### config.mk
export PLATFORM = sky130hd
export DESIGN_NAME = tif_unit
export DESIGN_NICKNAME = d
export VERILOG_FILES = /design/src/rtl/tif_pkg.sv /design/src/rtl/tif_cmp_detect.sv /design/src/rtl/tif_flag_reg.sv /design/src/rtl/tif_prio_enc.sv /design/src/rtl/tif_unit.sv
export SDC_FILE = /design/constraint.sdc
export NUM_CORES = 1
export LEC_CHECK = 0
export BUFFER_PORTS_ARGS = -buffer_cell sky130_fd_sc_hd__buf_2
export CORE_ASPECT_RATIO = 0.6
export CORE_MARGIN = 2
export CORE_UTILIZATION = 37
export DETAILED_ROUTE_END_ITERATION = 10
export PLACE_DENSITY_LB_ADDON = 0.08
export SYNTH_ARGS = -nofsm -noshare
export SYNTH_HDL_FRONTEND = slang
export SYNTH_SLANG_ARGS = --single-unit
### constraint.sdc
create_clock -name clk_i -period 1.9 [get_ports clk_i]
set_input_delay 0.285 -clock clk_i [delete_from_list [all_inputs] [get_ports clk_i]]
set_output_delay 0.285 -clock clk_i [all_outputs]
set_load 0.005 [all_outputs]
### src/rtl/tif_pkg.sv
package tif_pkg;
  localparam int unsigned FLAG_W  = 8;
  localparam int unsigned CODE_W  = 3;
  localparam int unsigned NUM_CAP = 2;
  localparam int unsigned NUM_CMP = 4;

  localparam int unsigned BIT_CAP0 = 0;
  localparam int unsigned BIT_RSVD = 2;
  localparam int unsigned BIT_CMP0 = 3;
  localparam int unsigned BIT_OVF  = 7;

  localparam logic [FLAG_W-1:0] FLAG_MASK = ~(FLAG_W'(1) << BIT_RSVD);

  // Highest pending source; 0 = none.
  function automatic logic [CODE_W-1:0] prio_code(input logic [FLAG_W-1:0] f);
    logic [CODE_W-1:0] c;
    c = '0;
    for (int k = NUM_CMP - 1; k >= 0; k--)
      if (f[BIT_CMP0 + k]) c = CODE_W'(NUM_CMP - k);
    for (int k = NUM_CAP - 1; k >= 0; k--)
      if (f[BIT_CAP0 + k]) c = CODE_W'(NUM_CMP + NUM_CAP - k);
    if (f[BIT_OVF]) c = '1;
    return c;
  endfunction
endpackage

### src/rtl/tif_cmp_detect.sv
module tif_cmp_detect #(
  parameter int unsigned TMR_W = 16,
  parameter int unsigned N_CH  = 4
) (
  input  logic                    tick_i,
  input  logic [TMR_W-1:0]        tmr_val_i,
  input  logic [N_CH*TMR_W-1:0]   cmp_val_i,
  input  logic [N_CH-1:0]         cmp_en_i,
  output logic [N_CH-1:0]         hit_o
);
  for (genvar k = 0; k < N_CH; k++) begin : g_ch
    logic eq;
    assign eq       = (tmr_val_i == cmp_val_i[k*TMR_W +: TMR_W]);
    assign hit_o[k] = tick_i & cmp_en_i[k] & eq;
  end
endmodule

### src/rtl/tif_flag_reg.sv
module tif_flag_reg #(
  parameter int unsigned           W    = 8,
  parameter logic [W-1:0]          MASK = '1
) (
  input  logic         clk_i,
  input  logic         rst_ni,
  input  logic [W-1:0] set_i,
  input  logic         wr_en_i,
  input  logic [W-1:0] wr_data_i,
  output logic [W-1:0] flags_o
);
  logic [W-1:0] flag_q, flag_d, kept;

  assign kept   = wr_en_i ? (flag_q & wr_data_i) : flag_q;
  assign flag_d = (kept | set_i) & MASK;  // set beats clear

  always_ff @(posedge clk_i or negedge rst_ni) begin
    if (!rst_ni) flag_q <= '0;
    else         flag_q <= flag_d;
  end

  assign flags_o = flag_q;

  for (genvar b = 0; b < W; b++) begin : g_chk
    if (MASK[b]) begin : g_live
      AST_SET_STICKY: assert property (@(posedge clk_i) disable iff (!rst_ni)
        set_i[b] |=> flag_q[b]);
      AST_CLR_ZERO: assert property (@(posedge clk_i) disable iff (!rst_ni)
        (wr_en_i && !wr_data_i[b] && !set_i[b]) |=> !flag_q[b]);
      AST_HOLD_NO_WR: assert property (@(posedge clk_i) disable iff (!rst_ni)
        (flag_q[b] && !(wr_en_i && !wr_data_i[b])) |=> flag_q[b]);
      AST_SET_WINS: assert property (@(posedge clk_i) disable iff (!rst_ni)
        (set_i[b] && wr_en_i && !wr_data_i[b]) |=> flag_q[b]);
    end
  end
endmodule

### src/rtl/tif_prio_enc.sv
module tif_prio_enc
  import tif_pkg::*;
(
  input  logic [FLAG_W-1:0] flags_i,
  output logic [CODE_W-1:0] code_o
);
  always_comb code_o = prio_code(flags_i);

  always_comb begin
    AST_ENC_IDLE: assert ((flags_i != '0) || (code_o == '0));
    AST_ENC_OVF_TOP: assert (!flags_i[BIT_OVF] || (code_o == '1));
  end
endmodule

### src/rtl/tif_unit.sv
module tif_unit
  import tif_pkg::*;
#(
  parameter int unsigned TMR_W = 16
) (
  input  logic                      clk_i,
  input  logic                      rst_ni,
  input  logic                      ovf_evt_i,
  input  logic [NUM_CAP-1:0]        cap_evt_i,
  input  logic                      tmr_tick_i,
  input  logic [TMR_W-1:0]          tmr_val_i,
  input  logic [NUM_CMP*TMR_W-1:0]  cmp_val_i,
  input  logic [NUM_CMP-1:0]        cmp_en_i,
  input  logic                      wr_en_i,
  input  logic [FLAG_W-1:0]         wr_data_i,
  input  logic [FLAG_W-1:0]         irq_en_i,
  input  logic                      glb_en_i,
  input  logic                      unit_en_i,
  output logic [FLAG_W-1:0]         flags_o,
  output logic [FLAG_W-1:0]         enc_o,
  output logic                      irq_o
);
  logic [NUM_CMP-1:0] cmp_hit;
  logic [FLAG_W-1:0]  set_vec, flags;
  logic [CODE_W-1:0]  code;
  logic               irq_q, irq_d;

  tif_cmp_detect #(.TMR_W(TMR_W), .N_CH(NUM_CMP)) u_cmp (
    .tick_i   (tmr_tick_i),
    .tmr_val_i(tmr_val_i),
    .cmp_val_i(cmp_val_i),
    .cmp_en_i (cmp_en_i),
    .hit_o    (cmp_hit)
  );

  always_comb begin
    set_vec = '0;
    set_vec[BIT_OVF] = ovf_evt_i;
    set_vec[BIT_CAP0 +: NUM_CAP] = cap_evt_i;
    set_vec[BIT_CMP0 +: NUM_CMP] = cmp_hit;
  end

  tif_flag_reg #(.W(FLAG_W), .MASK(FLAG_MASK)) u_flags (
    .clk_i    (clk_i),
    .rst_ni   (rst_ni),
    .set_i    (set_vec),
    .wr_en_i  (wr_en_i),
    .wr_data_i(wr_data_i),
    .flags_o  (flags)
  );

  tif_prio_enc u_enc (
    .flags_i(flags),
    .code_o (code)
  );

  assign irq_d = glb_en_i & unit_en_i & (|(flags & irq_en_i & FLAG_MASK));

  always_ff @(posedge clk_i or negedge rst_ni) begin
    if (!rst_ni) irq_q <= 1'b0;
    else         irq_q <= irq_d;
  end

  assign flags_o = flags;
  assign enc_o   = {{(FLAG_W-CODE_W){1'b0}}, code};
  assign irq_o   = irq_q;

  AST_RSVD_LOW: assert property (@(posedge clk_i) disable iff (!rst_ni)
    (wr_en_i && wr_data_i[BIT_RSVD]) |=> !flags_o[BIT_RSVD]);
  AST_CMP_NEEDS_TICK: assert property (@(posedge clk_i) disable iff (!rst_ni)
    (!tmr_tick_i && !flags_o[BIT_CMP0] && !wr_en_i) |=> !flags_o[BIT_CMP0]);
  AST_IRQ_GATED: assert property (@(posedge clk_i) disable iff (!rst_ni)
    !(glb_en_i && unit_en_i) |=> !irq_o);
  AST_IRQ_FOLLOWS: assert property (@(posedge clk_i) disable iff (!rst_ni)
    (glb_en_i && unit_en_i && flags_o[BIT_OVF] && irq_en_i[BIT_OVF]) |=> irq_o);
endmodule

==> impl_metrics.json, run 1 <==
{
  "drc": 0,
  "critPathLaunchType": "flop",
  "setup_tns_ns": 0,
  "yosys.area.top_type": "xor2_1",
  "grt_max_degree": 9,
  "setup_ws_ns": 0.395,
  "cts_root_buf": "clkbuf_8",
  "finalInstanceArea_um2": 1770,
  "wl_mm": 3.66,
  "rows": 15,
  "yosys_warnings": 0,
  "min-delay-start": "cap_evt_i[1]",
  "grt_pass1_wl_mm": 5.18,
  "synthTopCellsByArea": "xor2_1, dfrtp_1, nor4_1",
  "skew_ns": 0.00406,
  "dieArea_um2": 3460,
  "io_pins": 126,
  "wl_per_cell_um": 12.4,
  "port_buffers": 117,
  "core-area_um2": 2850,
  "drt_iter0_markers": 46,
  "fmax_ghz": 0.664,
  "required_ns": 1.62,
  "met3_usage_pct": 5.47,
  "min_period_ns": 1.51,
  "drv_slew": 0,
  "grt_pass1_vias": 1134,
  "synth_cell_type_count": 20,
  "placed_area_um2": 1720,
  "syn_area_per_cell_um2": 8.34,
  "die_h_um": 46.4,
  "hold_viol": 0,
  "yosysSeqAreaShare_pct": 18.1,
  "setup_viol": 0,
  "htreeDepth": 1,
  "use_met2_pct": 31.2,
  "antenna_cells": 0,
  "r2r_end": "irq_o",
  "initial_core_util_pct": 38.9,
  "grtUsageTotal_pct": 20.7,
  "dp.cells": 291,
  "min_path_type": "in -> reg",
  "overflow": 0,
  "n_fill_cell": 298,
  "worst_setup_path_end_kind": "primary output",
  "grt_setup_unrepaired": "no",
  "reg2reg_slack_ns": 0.89,
  "path_depth": 5,
  "min_to": "u_flags.flags_o[1]",
  "instances_no_fill": 295,
  "whs_path_depth": 2,
  "clock_path_buffers": 2,
  "crit_type": "reg -> out",
  "gp_congestion": 0.803,
  "synth_top_area_share_pct": 47.4,
  "numCtsBuffers": 3,
  "worst_ep_arrival_time_ns": 1.22,
  "ant_nets": 0,
  "cp_max_fo": 5,
  "die_w_um": 74.7,
  "syn_inst": 133,
  "antenna_found_initial": 0,
  "path_cells": "nand2b_1 -> a21oi_1 -> nor2_1 -> o21bai_1 -> buf_2",
  "viasPerCell": 4.61,
  "area_delta_synth_final_pct": 59.8,
  "ys_seq_elements": 8,
  "top_usage_layer": "met2",
  "pre_cts_ws_ns": 0.518,
  "p_leak_nw": 0.925,
  "netlist_area_um2": 1110,
  "rr_startpoint": "u_flags.flags_o[0]",
  "holdWs_ns": 0.250,
  "clk_latency_ns": 0.23,
  "cts_tree": "built",
  "fin_crit_sh_pct": 79.2,
  "crit_family": "flip-flops",
  "clk_pin_slew_ns": 0.04,
  "p_per_area_nw_per_um2": 383,
  "slowest_stage": "dfrtp_1",
  "grtUsageMet1_pct": 30.5,
  "num_vias": 1359,
  "cts_resized": 0,
  "max_stage_delay_ns": 0.41,
  "cts.sinks": 8,
  "cap_violations": 0,
  "fin_nets": 364,
  "reg2reg_depth": 2,
  "crit_buf_inv": 1,
  "drive_above_1_share_pct": 47.4,
  "status": "completed",
  "dr.pass1.iters": 4,
  "peakVddDrop_v": 0.000211
}
==> per-layer routing <==
layer  share of wire (%)  up-vias  wire length (um)
met5                   0        -                 0
met4                   0        0                 0
met3                 8.7        0               319
met2                  42       69              1550
met1                  49      600              1790
li1                    -      690                 -
==> registers in the layout, summed over array words and instances (netlist names) <==
| name | cells |
|---|---|
| irq_o | 1 |
| u_flags.flags_o | 7 |
==> metrics by stage <==
step	util, %	total power [mW]
after detailed placement	60.3	0.474
after global placement	60.3	0.470
after floorplan	-	0.308
final	62.1	0.679
after CTS	62.1	0.688
after global routing	62.1	0.728
==> synthesized netlist by cell type (all sizes together) <==
cell type	instances
xnor2	4
nor2	3
conb	1
a31oi	1
inv	2
o21ai	12
a22oi	2
a222oi	1
xor2	60
nor3	4
dfrtp	8
nand2	3
nor4	12
buf	6
nand4	4
a21oi	1
nand2b	4
o21bai	1
nand3	4
==> worst max-delay path by stage <==
stage	from	endpoint	slack, ns
2_1_floorplan	u_flags.flags_o[5]	enc_o[0]	0.77
3_3_place_gp	tmr_val_i[1]	u_flags.flags_o[6]	0.54
3_5_place_dp	tmr_val_i[2]	u_flags.flags_o[6]	0.52
4_1_cts	u_flags.flags_o[5]	enc_o[0]	0.38
5_1_grt	u_flags.flags_o[5]	enc_o[0]	0.30
6_report	u_flags.flags_o[5]	enc_o[0]	0.39
==> cell usage in the layout, fill, tap and decap left out <==
cell           count
xor2_1            60
a21oi_1            1
nor4_1            12
a222oi_1           1
o21bai_1           1
nor2_1             3
nor3_1             4
a22oi_1            2
inv_1              2
o21ai_0            8
nand3_1            4
nand2_1            3
nand2b_1           4
nand4_1            4
xnor2_1            4
buf_2            117
dfrtp_1            8
o21ai_1            4
conb_1             6
dlygate4sd3_1      1
a31oi_1            1
clkbuf_8           3
==> cell families (layout without fill, tap and decap cells) <==
family | after synthesis | after routing | share of synthesized area [%]
XOR/XNOR | 64 | 64 | 50.6
AND/OR/NAND/NOR | 34 | 34 | 16.9
AO/OA/AOI/OAI | 18 | 18 | 9.37
flip-flops | 8 | 8 | 18.1
buffers and inverters | 8 | 123 | 4.74
other | 1 | 6 | 0.338
==> cell type report <==
| type | instances | area (um^2) | share of cell area (%) |
|---|---|---|---|
| Tap cell | 42 | 52.6 | 2.97 |
| Clock buffer | 3 | 41.3 | 2.33 |
| Inverter | 2 | 7.51 | 0.424 |
| Timing Repair Buffer | 118 | 596 | 33.6 |
| Sequential cell | 8 | 200 | 11.3 |
| Multi-Input combinational cell | 122 | 875 | 49.4 |
==> repair_timing <==
item | CTS | global route
hold endpoints to repair | 8 | 0
hold buffers | 1 | 0
setup buffers | 0 | 0
==> report_power, final <==
part	total [mW]	internal, mW	switching (mW)	leakage (nW)
Combinational	0.291	0.155	0.136	0.804
Sequential	0.183	0.177	0.00606	0.0991
Clock	0.206	0.137	0.0685	0.0216
Power figures use the tool's default switching activity.
==> inputs of run 2 (changes only) <==
ABC_AREA = 1   (was unset)
CORE_UTILIZATION = 40   (was 37)
clock period = 1.55 ns   (was 1.9 ns; I/O delays follow)
==> run 2 against run 1 <==
  * Combinational power grew 54%
  * Count of clock-buffer cells in the layout stayed put
  * Register-to-register slack got worse by 0.31 ns
  * Setup slack worse by 0.22 ns
  * Worst hold slack lost 0.066 ns
==> impl_metrics.json, run 2 <==
{
  "yosysMostFrequentCell": "nand2_1",
  "io_pins": 126,
  "num_vias": 2067,
  "synthTopCellsByArea": "nand2_1, dfrtp_1, inv_1",
  "final_cell_mix": "nand2_1, buf_2, inv_1, nor2_1, xnor2_1",
  "dieArea_um2": 4420,
  "antenna_found_initial": 0,
  "overflow": 0,
  "crit_type": "reg -> out",
  "skew_ns": 0.00327,
  "synth_cell_type_count": 18,
  "post-route-util_pct": 59.5,
  "grtUsageTotal_pct": 21.1,
  "combPwrFrac_pct": 48.9,
  "max_stage_delay_ns": 0.41,
  "die_w_um": 84.5,
  "r2r_end": "irq_o",
  "worst_ep_arrival_time_ns": 1.15,
  "crit_buf_inv": 1,
  "cts_tree": "built",
  "hold_viol": 0,
  "rr_startpoint": "u_flags.flags_o[1]",
  "grt_pass1_vias": 1681,
  "power.internal_uw": 599,
  "layout_commonest_cell": "nand2_1",
  "dr.pass1.iters": 4,
  "seqPwrFrac_pct": 24.3,
  "drive_above_1_share_pct": 31.2,
  "hold_buffers": 1,
  "yosysSeqAreaShare_pct": 12.9,
  "setup_tns_ns": 0,
  "status": "completed",
  "p_leak_nw": 1.48,
  "clk_latency_ns": 0.23,
  "grt_pass1_wl_mm": 7.36,
  "area_delta_synth_final_pct": 41.8,
  "reg2reg_slack_ns": 0.58,
  "critPathLaunchType": "flop",
  "n_fill_cell": 424,
  "path_cells": "o21bai_1 -> a21oi_1 -> o21ai_0 -> buf_2",
  "gp_congestion": 0.839,
  "cap_violations": 0,
  "slowest_stage": "dfrtp_1",
  "largest_reg_flops": 7,
  "netlist_area_um2": 1550,
  "fmax_ghz": 0.725,
  "clock_path_buffers": 2,
  "syn_area_per_cell_um2": 4.86,
  "die_h_um": 52.3,
  "port_buffers": 117,
  "viasPerCell": 4.28,
  "ys_seq_elements": 8,
  "core-area_um2": 3700,
  "clk_pin_slew_ns": 0.04,
  "synth_edf_count": 0,
  "yosys_warnings": 0,
  "peakVddDrop_v": 0.000380,
  "yosys-top-cells-count": "nand2_1, inv_1, nor2_1",
  "dp_hpwl_mm": 4.14,
  "cp_max_fo": 5,
  "wl_mm": 4.58,
  "p_sw_share_pct": 34.5,
  "min_period_ns": 1.38,
  "yosys.area.top_type": "nand2_1",
  "power_switching_uw": 316,
  "grt_setup_unrepaired": "no",
  "crit_family": "flip-flops",
  "fin_crit_sh_pct": 89.0,
  "p_per_area_nw_per_um2": 415,
  "initial_core_util_pct": 42.0,
  "setup_viol": 0,
  "clock_power_share_pct": 26.8,
  "placed_area_um2": 2150,
  "finalInstanceArea_um2": 2200,
  "whs_path_depth": 3,
  "cts.sinks": 8,
  "cts_setup_buffers": 0,
  "syn_inst": 320,
  "antenna_cells": 0,
  "rows": 17,
  "cts_root_buf": "clkbuf_8",
  "required_ns": 1.32,
  "synthFlopType": "dfrtp_1",
  "fin_nets": 547,
  "drv_slew": 0,
  "synth_top_area_share_pct": 36.7,
  "numCtsBuffers": 3,
  "grt_max_degree": 9,
  "min_path_type": "in -> reg",
  "min_to": "u_flags.flags_o[1]",
  "synthArstFlopShare_pct": 100,
  "cts_resized": 0,
  "reg2reg_depth": 3,
  "wl_per_cell_um": 9.48,
  "min-delay-start": "cap_evt_i[1]",
  "ant_nets": 0,
  "worst_setup_path_end_kind": "primary output",
  "drt_iter0_markers": 73,
  "total_power_uw": 915,
  "htreeDepth": 1,
  "drc": 0
}
## run 2: power groups by stage
stage                     combinational, mW  clock, mW  sequential (mW)
after CTS                             0.451      0.255            0.222
after global routing                  0.519      0.270            0.223
after detailed placement              0.447          0            0.225
after floorplan                       0.246          0            0.225
final                                 0.447      0.246            0.222
after global placement                0.441          0            0.224
## run 2: cells by family after synthesis
| family | after synthesis | share of synthesized area, % |
|---|---|---|
| AOI/OAI and AO/OA | 12 | 4.67 |
| xor gates and xnor gates | 18 | 10.1 |
| buffers and inverters | 69 | 18.4 |
| DFF | 8 | 12.9 |
| other | 1 | 0.241 |
| and+or+nand+nor | 212 | 53.6 |
## run 2: per-layer routing
layer,vias to the layer above,share of wire (%),track usage [%]
li1,1154,-,-
met5,-,0,0
met2,73,39,32.8
met4,0,1.1,4.76
met3,7,8.5,4.88
met1,833,52,29.9
## run 2: final cells by class
class / instances / area [um^2] / share of cell area [%]
inverters: 59 / 221 / 10.1
repair buffers: 118 / 596 / 27.0
multi-input cells: 248 / 1090 / 49.3
flip-flops and latches: 8 / 200 / 9.09
well taps: 47 / 58.8 / 2.67
clock buffers: 3 / 41.3 / 1.87
## run 2: worst max path at each step
stage                     to  slack, ns               start  cells after the start
floorplan           enc_o[0]       0.54  u_flags.flags_o[5]                      3
global placement    enc_o[0]       0.45  u_flags.flags_o[4]                      4
detailed placement  enc_o[0]       0.42  u_flags.flags_o[4]                      4
CTS                 enc_o[0]       0.17  u_flags.flags_o[4]                      4
global route        enc_o[0]       0.11  u_flags.flags_o[5]                      4
finish              enc_o[0]       0.17  u_flags.flags_o[4]                      4
## run 2: tightest hold or removal path, stage by stage
cell     delay, ns
buf_2         0.07
inv_1         0.03
nand2_1       0.05
## run 2: stage by stage
| step | setup slack, ns | hold WS (ns) | instances |
|---|---|---|---|
| finish | 0.170 | 0.184 | 483 |
| global route | 0.107 | 0.195 | 483 |
| CTS | 0.169 | 0.180 | 483 |
| detailed placement | 0.420 | 0.0834 | 479 |
| global placement | 0.445 | 0.0806 | 479 |
| floorplan | 0.544 | -0.0631 | 325 |
==> inputs of run 3 (changes only) <==
SKIP_LAST_GASP = 1   (was unset)
SYNTH_HIERARCHICAL = 1   (was unset)
==> run 3 against run 2 <==
  * Combinational power increased by 2%
  * Clock power up 2%
  * Synthesized cell count fell by 0.31%
  * Highest routed layer is now met3
  * Via count increased by 4.9%
  * Worst hold slack better by 0.0046 ns
  * Count of clock-buffer cells in the layout unchanged
  * Utilization grew 0.31 points
  * Flip-flop and latch count unchanged
  * Cell area barely moved
  * Largest power group unchanged
  * Wire length rose by 16%
  * Maximum frequency increased by 2.0%
==> impl_metrics.json, run 3 <==
{
  "wl_mm": 5.33,
  "syn_area_per_cell_um2": 4.83,
  "rows": 17,
  "grtUsageMet1_pct": 36.9,
  "required_ns": 1.32,
  "initial_core_util_pct": 41.9,
  "met3_usage_pct": 5.71,
  "p_sw_share_pct": 36.3,
  "syn_inst": 319,
  "top_usage_layer": "met1",
  "peakVddDrop_v": 0.000285,
  "crit_type": "reg -> out",
  "synth_edf_count": 0,
  "p_leak_nw": 1.46,
  "port_buffers": 117,
  "min_path_type": "in -> reg",
  "drt_iter0_markers": 117,
  "synthTopCellsByArea": "nand2_1, dfrtp_1, inv_1",
  "instances_no_fill": 484,
  "htreeDepth": 1,
  "cts_root_buf": "clkbuf_8",
  "final_cell_mix": "nand2_1, buf_2, inv_1, nor2_1, inv_2",
  "synth_cell_type_count": 21,
  "min_period_ns": 1.35,
  "viasPerCell": 4.48,
  "n_fill_cell": 395,
  "combPwrFrac_pct": 48.9,
  "synth_top_area_share_pct": 34.3,
  "grtUsageTotal_pct": 24.6,
  "num_vias": 2168,
  "grt_setup_unrepaired": "no",
  "netlist_area_um2": 1540,
  "drive_above_1_share_pct": 32.0,
  "layout_commonest_cell": "nand2_1",
  "cp_max_fo": 5,
  "numCtsBuffers": 3,
  "clk_pin_slew_ns": 0.04,
  "hold_viol": 0,
  "largest_reg_flops": 7,
  "die_w_um": 84.1,
  "io_pins": 126,
  "fin_crit_sh_pct": 87.2,
  "synthArstFlopShare_pct": 100,
  "clock_path_buffers": 2,
  "yosys.area.top_type": "nand2_1",
  "gp_congestion": 0.885,
  "drc": 0,
  "seqPwrFrac_pct": 24.0,
  "critPathLaunchType": "flop",
  "area_delta_synth_final_pct": 42.9,
  "drv_slew": 0,
  "cts.sinks": 8,
  "clock_power_share_pct": 27.1,
  "power.internal_uw": 593,
  "cts_resized": 0,
  "use_met2_pct": 36.1,
  "core-area_um2": 3680,
  "worst_setup_path_end_kind": "primary output",
  "dp_hpwl_mm": 4.70,
  "synthFlopType": "dfrtp_1",
  "grt_pass1_wl_mm": 8.25,
  "dr.pass1.iters": 4,
  "grt_pass1_vias": 1814,
  "wl_per_cell_um": 11.0,
  "cts_tree": "built",
  "power_switching_uw": 338,
  "total_power_uw": 931,
  "antenna_cells": 0,
  "ys_seq_elements": 8,
  "fmax_ghz": 0.740,
  "dp.cells": 480,
  "overflow": 0,
  "cap_violations": 0,
  "grt_max_degree": 9,
  "yosys-top-cells-count": "nand2_1, inv_1, nor2_1",
  "clk_latency_ns": 0.23,
  "yosysSeqAreaShare_pct": 13.0,
  "yosysMostFrequentCell": "nand2_1",
  "ant_nets": 0,
  "die_h_um": 52.1,
  "fin_nets": 548,
  "skew_ns": 0.00295,
  "p_per_area_nw_per_um2": 423,
  "dieArea_um2": 4380,
  "antenna_found_initial": 0,
  "yosys_warnings": 6,
  "setup_tns_ns": 0,
  "setup_viol": 0,
  "status": "completed",
  "holdWs_ns": 0.189,
  "worst_ep_arrival_time_ns": 1.12
}
-- run 3: critical path, stage by stage (launching register included) --
cell and delay [ns]:
dfrtp_1 0.41, inv_1 0.06, nand2_1 0.07, nand2_1 0.05
nand2_1 0.05, nand2_1 0.04, nand2_1 0.05, nand2_1 0.04
buf_2 0.12
-- run 3: repair_timing --
item / in CTS / in global routing
endpoints found under the setup margin: 0 / 0
hold buffers: 1 / 0
buffers inserted: 0 / 0
hold endpoints to repair: 8 / 0
-- run 3: path summary, 6_finish.rpt --
check                                   start  slack, ns  cells after the start            endpoint
max                        u_flags/flags_o[5]       0.20                      8            enc_o[0]
max in group asynchronous              rst_ni       0.97                      2  u_flags/flags_o[7]
min reg2reg                u_flags/flags_o[7]       0.53                      2  u_flags/flags_o[7]
min                                 ovf_evt_i       0.19                      3  u_flags/flags_o[7]
max reg2reg                u_flags/flags_o[1]       0.59                      4               irq_o
min in group asynchronous              rst_ni       0.40                      2  u_flags/flags_o[3]
-- run 3: per-stage QoR --
step	area (um^2)	utilization (%)	worst slack, ns
after floorplan	1560	-	0.580
after detailed placement	2150	58.4	0.376
after global routing	2200	59.8	0.0607
after global placement	2150	58.4	0.385
after CTS	2200	59.8	0.204
final	2200	59.8	0.198
-- run 3: layout make-up --
type                    count  area (um^2)  share of cell area [%]
clock buffers               3         41.3                    1.88
repair buffers            118          596                    27.0
inverters                  72          270                    12.3
well taps                  47         58.8                    2.67
multi-input cells         236         1040                    47.0
flip-flops and latches      8          200                    9.09
-- run 3: cell families after synthesis --
kind of cell / Yosys count / share of synthesized area, %
other: 2 / 0.487
xor gates and xnor gates: 14 / 7.95
and+or+nand+nor: 190 / 48.1
DFF: 8 / 13.0
buffers and inverters: 79 / 20.8
AOI/OAI and AO/OA: 26 / 9.66
-- run 3: power groups by stage --
stage | sequential [mW] | clock, mW | combinational, mW
after floorplan | 0.226 | 0 | 0.230
after global placement | 0.226 | 0 | 0.440
after detailed placement | 0.226 | 0 | 0.448
after CTS | 0.223 | 0.262 | 0.452
after global routing | 0.224 | 0.279 | 0.514
final | 0.224 | 0.252 | 0.456
-- run 3: per-layer routing --
| layer | vias to the layer above | share of wire (%) |
|---|---|---|
| li1 | 1163 | - |
| met1 | 893 | 47 |
| met2 | 112 | 40 |
| met3 | 0 | 13 |
| met4 | 0 | 0 |
| met5 | - | 0 |
